### config.mk
export PLATFORM = sky130hd
export DESIGN_NAME = xcfg_port
export DESIGN_NICKNAME = d
export VERILOG_FILES = /design/src/rtl/xcfg_pkg.sv /design/src/rtl/xcfg_decode.sv /design/src/rtl/xcfg_regfile.sv /design/src/rtl/xcfg_select.sv /design/src/rtl/xcfg_port.sv
export SDC_FILE = /design/constraint.sdc
export NUM_CORES = 1
export LEC_CHECK = 0
export CORE_UTILIZATION = 45
export DETAILED_ROUTE_END_ITERATION = 8
export DONT_BUFFER_PORTS = 1
export GPL_TIMING_DRIVEN = 0
export REMOVE_ABC_BUFFERS = 1
export SLEW_MARGIN = 20
export SYNTH_ARGS = -nofsm -noshare
export SYNTH_HDL_FRONTEND = slang
export SYNTH_HIERARCHICAL = 1
export SYNTH_SLANG_ARGS = --single-unit
### constraint.sdc
create_clock -name clk -period 3.5 [get_ports clk]
set_clock_uncertainty 0.2 [all_clocks]
set_input_delay 0 -clock clk [delete_from_list [all_inputs] [get_ports clk]]
set_output_delay 0 -clock clk [all_outputs]
set_load 0.02 [all_outputs]
### src/rtl/xcfg_pkg.sv
// Shared constants for the configuration port.
// Assumes a 16-bit register layout; masks below encode which bits are stored.
package xcfg_pkg;
    localparam logic [15:0] CW0_WMASK = 16'h0FFF;
    localparam logic [15:0] CW1_WMASK = 16'h0333;
    localparam int          EOT_BIT   = 13;
    localparam int          OVF_BIT   = 12;
    localparam int          CONT_BIT  = 0;

    typedef enum logic [1:0] {
        TGT_REG  = 2'b00,
        TGT_WIN  = 2'b01,
        TGT_DAT  = 2'b10,
        TGT_BOTH = 2'b11
    } tgt_e;

    // Writable-bit mask for register index i.
    function automatic logic [15:0] wmask(input int i);
        case (i)
            0:       wmask = CW0_WMASK;
            1:       wmask = CW1_WMASK;
            default: wmask = 16'hFFFF;
        endcase
    endfunction
endpackage

### src/rtl/xcfg_decode.sv
// Target decode and clear sequencing.
// Assumes clr is synchronous to clk; only its rising edge has an effect.
module xcfg_decode
    import xcfg_pkg::*;
(
    input  logic       clk,
    input  logic       rst_n,
    input  logic [1:0] acc_sel,
    input  logic       clr,
    input  logic       cs_n,
    input  logic       cont,
    output logic       reg_sel,
    output logic       win_sel,
    output logic       dat_sel,
    output logic       clr_regs,
    output logic       win_clr,
    output logic       in_clr,
    output logic       out_clr
);
    logic clr_q;
    logic clr_rise;
    logic access;

    assign clr_rise = clr && !clr_q;
    assign access   = !cs_n && !clr;

    // Steer the port from selector and continuous-mode bit.
    always_comb begin
        reg_sel = 1'b0;
        win_sel = 1'b0;
        dat_sel = 1'b0;
        if (access) begin
            case (tgt_e'(acc_sel))
                TGT_REG:  reg_sel = 1'b1;
                TGT_WIN:  win_sel = 1'b1;
                TGT_DAT:  dat_sel = !cont;
                TGT_BOTH: begin
                    win_sel = 1'b1;
                    dat_sel = !cont;
                end
                default:  reg_sel = 1'b0;
            endcase
        end
    end

    assign clr_regs = clr_rise && (acc_sel == TGT_REG);

    // Remember clr and issue one-cycle memory clear strobes.
    always_ff @(posedge clk) begin
        if (!rst_n) begin
            clr_q   <= 1'b0;
            win_clr <= 1'b0;
            in_clr  <= 1'b0;
            out_clr <= 1'b0;
        end else begin
            clr_q   <= clr;
            win_clr <= clr_rise && (acc_sel == 2'b01);
            in_clr  <= clr_rise && (acc_sel == 2'b10);
            out_clr <= clr_rise && (acc_sel == 2'b11);
        end
    end
endmodule

### src/rtl/xcfg_regfile.sv
// Register file with masked writes and one-cycle registered read-back.
// Assumes NREG is a power of two and at least 4; indices 0/1 are control words.
module xcfg_regfile
    import xcfg_pkg::*;
#(
    parameter int AW   = 11,
    parameter int NREG = 4
) (
    input  logic          clk,
    input  logic          rst_n,
    input  logic          acc_en,
    input  logic          we_n,
    input  logic [AW-1:0] addr,
    input  logic [15:0]   wdata,
    input  logic          clr_regs,
    input  logic          sts_eot,
    input  logic          sts_ovf,
    output logic [15:0]   cw0,
    output logic [15:0]   cw1,
    output logic [15:0]   scale,
    output logic [15:0]   alpha,
    output logic [15:0]   rdata
);
    localparam int IW = $clog2(NREG);

    logic [15:0]   regs_q [NREG];
    logic          hit;
    logic [IW-1:0] idx;
    logic [15:0]   rd_val;

    assign hit = (addr[AW-1:IW] == '0);
    assign idx = addr[IW-1:0];

    // One storage register per index, keeping only its writable bits.
    for (genvar i = 0; i < NREG; i++) begin : g_reg
        always_ff @(posedge clk) begin
            if (!rst_n || clr_regs) begin
                regs_q[i] <= '0;
            end else if (acc_en && !we_n && hit && idx == IW'(i)) begin
                regs_q[i] <= wdata & wmask(i);
            end
        end
    end

    // Read mux with status bits merged into word 0.
    always_comb begin
        rd_val = '0;
        if (hit) begin
            rd_val = regs_q[idx];
            if (idx == '0) begin
                rd_val[EOT_BIT] = sts_eot;
                rd_val[OVF_BIT] = sts_ovf;
            end
        end
    end

    // Capture read data one cycle after a register read.
    always_ff @(posedge clk) begin
        if (!rst_n) rdata <= '0;
        else        rdata <= (acc_en && we_n) ? rd_val : '0;
    end

    assign cw0   = regs_q[0];
    assign cw1   = regs_q[1];
    assign scale = regs_q[2];
    assign alpha = regs_q[3];
endmodule

### src/rtl/xcfg_select.sv
// Pin-versus-register source select for the effective control words.
// Assumes register values already hold only their writable bits.
module xcfg_select
    import xcfg_pkg::*;
(
    input  logic        pin_sel,
    input  logic [15:0] pin_cw0,
    input  logic [15:0] pin_cw1,
    input  logic [15:0] reg_cw0,
    input  logic [15:0] reg_cw1,
    output logic [15:0] eff_cw0,
    output logic [15:0] eff_cw1
);
    // Pick the source and drop bits that are not settings.
    always_comb begin
        if (pin_sel) begin
            eff_cw0 = pin_cw0 & CW0_WMASK;
            eff_cw1 = pin_cw1 & CW1_WMASK;
        end else begin
            eff_cw0 = reg_cw0;
            eff_cw1 = reg_cw1;
        end
    end
endmodule

### src/rtl/xcfg_port.sv
// Top of the configuration port: decode, register file and source select.
// Assumes all inputs are synchronous to clk; RAMs live outside this block.
module xcfg_port
    import xcfg_pkg::*;
#(
    parameter int AW   = 11,
    parameter int NREG = 4
) (
    input  logic          clk,
    input  logic          rst_n,
    input  logic [1:0]    acc_sel,
    input  logic          clr,
    input  logic          cs_n,
    input  logic          we_n,
    input  logic [AW-1:0] addr,
    input  logic [15:0]   wdata,
    output logic [15:0]   rdata,
    output logic          rd_drive,
    input  logic          sts_eot,
    input  logic          sts_ovf,
    input  logic          pin_sel,
    input  logic [15:0]   pin_cw0,
    input  logic [15:0]   pin_cw1,
    output logic [15:0]   eff_cw0,
    output logic [15:0]   eff_cw1,
    output logic [15:0]   scale_val,
    output logic [15:0]   alpha_val,
    output logic          reg_sel,
    output logic          win_sel,
    output logic          dat_sel,
    output logic          win_clr,
    output logic          in_clr,
    output logic          out_clr
);
    logic        clr_regs;
    logic [15:0] cw0_q;
    logic [15:0] cw1_q;

    // Data port drive enable for reads.
    assign rd_drive = !cs_n && we_n;

    xcfg_decode u_dec (
        .clk      (clk),
        .rst_n    (rst_n),
        .acc_sel  (acc_sel),
        .clr      (clr),
        .cs_n     (cs_n),
        .cont     (eff_cw0[CONT_BIT]),
        .reg_sel  (reg_sel),
        .win_sel  (win_sel),
        .dat_sel  (dat_sel),
        .clr_regs (clr_regs),
        .win_clr  (win_clr),
        .in_clr   (in_clr),
        .out_clr  (out_clr)
    );

    xcfg_regfile #(.AW(AW), .NREG(NREG)) u_rf (
        .clk      (clk),
        .rst_n    (rst_n),
        .acc_en   (reg_sel),
        .we_n     (we_n),
        .addr     (addr),
        .wdata    (wdata),
        .clr_regs (clr_regs),
        .sts_eot  (sts_eot),
        .sts_ovf  (sts_ovf),
        .cw0      (cw0_q),
        .cw1      (cw1_q),
        .scale    (scale_val),
        .alpha    (alpha_val),
        .rdata    (rdata)
    );

    xcfg_select u_sel (
        .pin_sel (pin_sel),
        .pin_cw0 (pin_cw0),
        .pin_cw1 (pin_cw1),
        .reg_cw0 (cw0_q),
        .reg_cw1 (cw1_q),
        .eff_cw0 (eff_cw0),
        .eff_cw1 (eff_cw1)
    );
endmodule

* Word-level counts from Yosys, hierarchy flattened *
Memories as Yosys holds them, arrays and structs flattened.
Cells that the tools add are included.

storage, ports and cells
  RAM bits = 64
  memories = 1
  memory bits (read-only) = 0
  logic and storage cells = 70
  bits of input ports = 69
  output and inout bits = 87
  flip-flop bits (word level) = 20
  latch bits = 0

memories
  memory       depth  width  rd ports  clocked after Yosys merged registers in  write ports  line                source
  u_rf.regs_q  4      16     5         0                                        4            xcfg_regfile.sv:26  logic [15:0] regs_q [NREG];

cells by class
  shift operators = 0
  eq/ne operators = 6
  bitwise logic cells = 4
  $add $sub $neg = 0
  mux-type cells = 27
  divide/modulo/power cells = 0
  $mul = 0
  reduce and logical (&&, ||, !) cells = 27
  magnitude comparators = 0

operators by type and width
  cell                  number
  $mux W16              6
  $mux W1               20
  $logic_and A1 B1 Y1   14
  $logic_not A9 Y1      1
  $eq A2 B2 Y1 const B  4
  $logic_not A1 Y1      6
  $eq A2 B1 Y1 const B  2
  $logic_not A2 Y1      2
  $or A1 B1 Y1          4
  $reduce_or A2 Y1      2
  $reduce_and A3 Y1     1
  $mux W2               1
  $logic_or A1 B1 Y1    1

* Depth between registers and ports, before layout *
  depth after elaboration = 10
  gate-level depth with buffers = 5
  mapped depth without buffers = 4

* Cells and area by module *
Netlist, hierarchy kept.

modules (own cells, without submodules)
  module        instances  cells each  seq. area each (µm²)  area an instance (µm²)
  xcfg_regfile  1          217         1,821.7               2,954.1
  xcfg_select   1          35          0.0                   317.8
  xcfg_decode   1          15          80.1                  155.1
  xcfg_port     1          1           0.0                   13.8

* Least setup slack after synthesis *
No wires, ideal clock.

  path type = input port to flip-flop
  start point = input clr
  end point = memory u_rf.regs_q[3][0], enable pin
  required time = 2.889 ns
  path slack = 0.194 ns
  stages on the path = 4
  buffers on the path = 0
  arrival = 2.695 ns
  setup time = 0.411 ns
  cells stage by stage = nor4_1 nor4b_1 nand4b_1 o21ai_0

RTL lines
  element      line                source
  from (decl)  xcfg_port.sv:12     input logic clr,
  to (decl)    xcfg_regfile.sv:26

==> reports/qor.txt <==
status = finished, final reports clean
clock sinks = 70
largest net degree at the start of global routing = 33
initial antenna violation count = 0
Reg2Reg Launch Point = u_dec/clr_q
CP Capture Type = flop
post-synthesis sequential area ratio = 0.553
core area = 7330 um^2
H-tree depth = 3
CTS Buf Count = 9
yosys warns = 6
DRT Wirelength = 8.30 mm
FF-to-FF path depth = 5
async set-or-reset flop fraction in the synthesized netlist = 0
Antenna Nets Post-Route = 0
clk_lat worst skew = 340 ps
global-route wire length before repair = 11.6 mm
placed inst area = 3470 um^2
Residual DRC = 0
post-synthesis average cell area = 12.8 um^2
CTS tree = done
final hold violations = 0
Starting Density = 0.469
vias = 2302
Non-Filler Instances = 429
Area Overhead vs Synth = 22.6%
die extent in y = 89.4 um
postcts setup bufs = 0
CTS max path bufs = 2
hold-fix buffer count after cts = 58
Least-Margin Pin Slew = 1120 ps
Slew HR = 0.253
R2R setup slack = 1010 ps
CTS resizes = 0
setup violators final = 0
NumNets Final = 394
period utilisation layout = 0.942
DR iter-0 viols = 69
gr ovfl total = 0
share of layout cells above drive strength 1 = 0.206
Tot GR Track Use = 0.210
CP arrival = 3310 ps
Max Freq = 303 MHz
CTS clock-pin slew for the worst setup and hold paths = 80 ps
worst hold path startpoint = pin_sel
Post-synth EDFFs = 50
most frequent cells in the layout = 57 x dlygate4sd3_1, 50 x edfxtp_1, 36 x and3_1
Worst Setup Start Kind = input port
register bit total from synthesis = 70
Ant. Diodes = 0
fin area = 4220 um^2
io pins = 156
crit path time final = 3300 ps
drt wl/cell = 19.3 um
WP data required = 3520 ps
commonest non-fill, non-tap cell in the layout = dlygate4sd3_1
MaxCap Viol Count = 0
Worst Path Max Fanout = 10
Hold EP = eff_cw1[5]
reg-to-reg endpoint = u_rf/regs_q[3][10]
worst min-delay path category = input port to primary output
hpwl dp = 5.01 mm
Crit Path Class = input port to flop
num rows = 31
leakage = 1.73 nW
synth unique cells = 38
DR pass1 iterations = 4
post-synth design cell area = 3440 um^2
Root Driver = clkbuf_8
die width = 89.4 um
vias in the first global route = 2189
Routability Congestion = 0.672
PD cells = 404 nW/um^2
Post-Place Cells = 355
DR vias/cell = 5.37
die area = 8000 um^2
Mapped Cells = 268
worst hold stages = 1
fin. max-slew vios = 0
VDD IR max = 0.223 mV
IO Port Bufs = 0
Synth Flop Type = edfxtp_1
RSZ-0062 raised after global routing = no
## kinds of logic (layout without fill, tap and decap cells)
kind of cell | after synthesis | in the layout | synth area share
and+or+nand+nor | 121 | 121 | 0.237
other | 1 | 14 | 0.00109
buffers and inverters | 30 | 79 | 0.0636
muxes | 34 | 34 | 0.127
DFF | 70 | 70 | 0.553
AOI/OAI and AO/OA | 12 | 12 | 0.0182
## state kept, by name (all words and copies together) (netlist names)
register,cells
u_rf/regs_q,50
u_dec/out_clr,1
u_dec/win_clr,1
u_dec/clr_q,1
u_dec/in_clr,1
u_rf/rdata,16
## synthesized netlist by cell type (3+ instances only)
| cell | instances | area share |
|---|---|---|
| nor2b_1 | 22 | 0.040 |
| or2_2 | 8 | 0.015 |
| and3_2 | 4 | 0.0087 |
| and3_1 | 36 | 0.065 |
| buf_4 | 14 | 0.031 |
| buf_6 | 7 | 0.023 |
| o21ai_0 | 3 | 0.0044 |
| mux2_2 | 18 | 0.059 |
| dfxtp_1 | 20 | 0.12 |
| nor2_1 | 3 | 0.0033 |
| nand4b_1 | 4 | 0.010 |
| nor3b_1 | 4 | 0.0087 |
| edfxtp_1 | 50 | 0.44 |
| a21oi_1 | 8 | 0.012 |
| nor3_1 | 3 | 0.0044 |
| and2_1 | 11 | 0.020 |
| mux2i_1 | 10 | 0.029 |
| mux4_2 | 6 | 0.039 |
| clkbuf_1 | 6 | 0.0065 |
| nand2_1 | 9 | 0.0098 |
## worst max-delay path, cell delays in order
cell and delay [ps]:
dlygate4sd3_1 640, nor4_2 750, or4b_1 540, nor4_4 610, and2_1 220, dlygate4sd3_1 550
## routing by layer
| layer | vias up | share of wire | GRT usage |
|---|---|---|---|
| met3 | 9 | 0.078 | 0.0536 |
| met1 | 1104 | 0.39 | 0.238 |
| met5 | - | 0 | 0 |
| met4 | 0 | 0.012 | 0.0823 |
| met2 | 116 | 0.52 | 0.378 |
| li1 | 1073 | - | - |
## where the power goes
part           total (mW)  internal (mW)  leakage (nW)  switching, mW
Sequential          0.942          0.909         0.699         0.0325
Combinational       0.192         0.0864         0.950          0.105
Clock               0.571          0.258        0.0832          0.314
Total                1.70           1.25          1.73          0.451
## worst max-delay path by stage
stage,from,end,slack (ps),cells past startpoint
final,clr,u_rf/regs_q[3][10],200,6
after global routing,clr,u_rf/regs_q[3][2],90,6
after CTS,clr,u_rf/regs_q[1][1],150,5
after global placement,clr,u_rf/regs_q[3][7],-1020,4
after detailed placement,clr,u_rf/regs_q[1][9],450,4
after floorplan,clr,u_rf/regs_q[3][0],190,4
## per-stage QoR
step                      setup TNS, ps  total power, mW   util  hold WS (ps)  worst slack [ps]
after floorplan                       0             1.06      -          -168               194
after global placement           -38600             1.09  0.464          -166             -1020
after detailed placement              0             1.09  0.473          -166               448
after CTS                             0             1.72  0.576          1.65               151
after global routing                  0             1.77  0.575          3.33              88.6
final                                 0             1.70  0.575         0.464               201
## layout make-up
cell class	count	area, um^2
clock buffer	9	124
clock inverter	7	50.0
fill	605	3110
inverter	2	7.51
multi-input combinational	181	1400
sequential	70	1900
tap	99	124
timing repair buffer	61	609
Power figures use the tool's default switching activity.
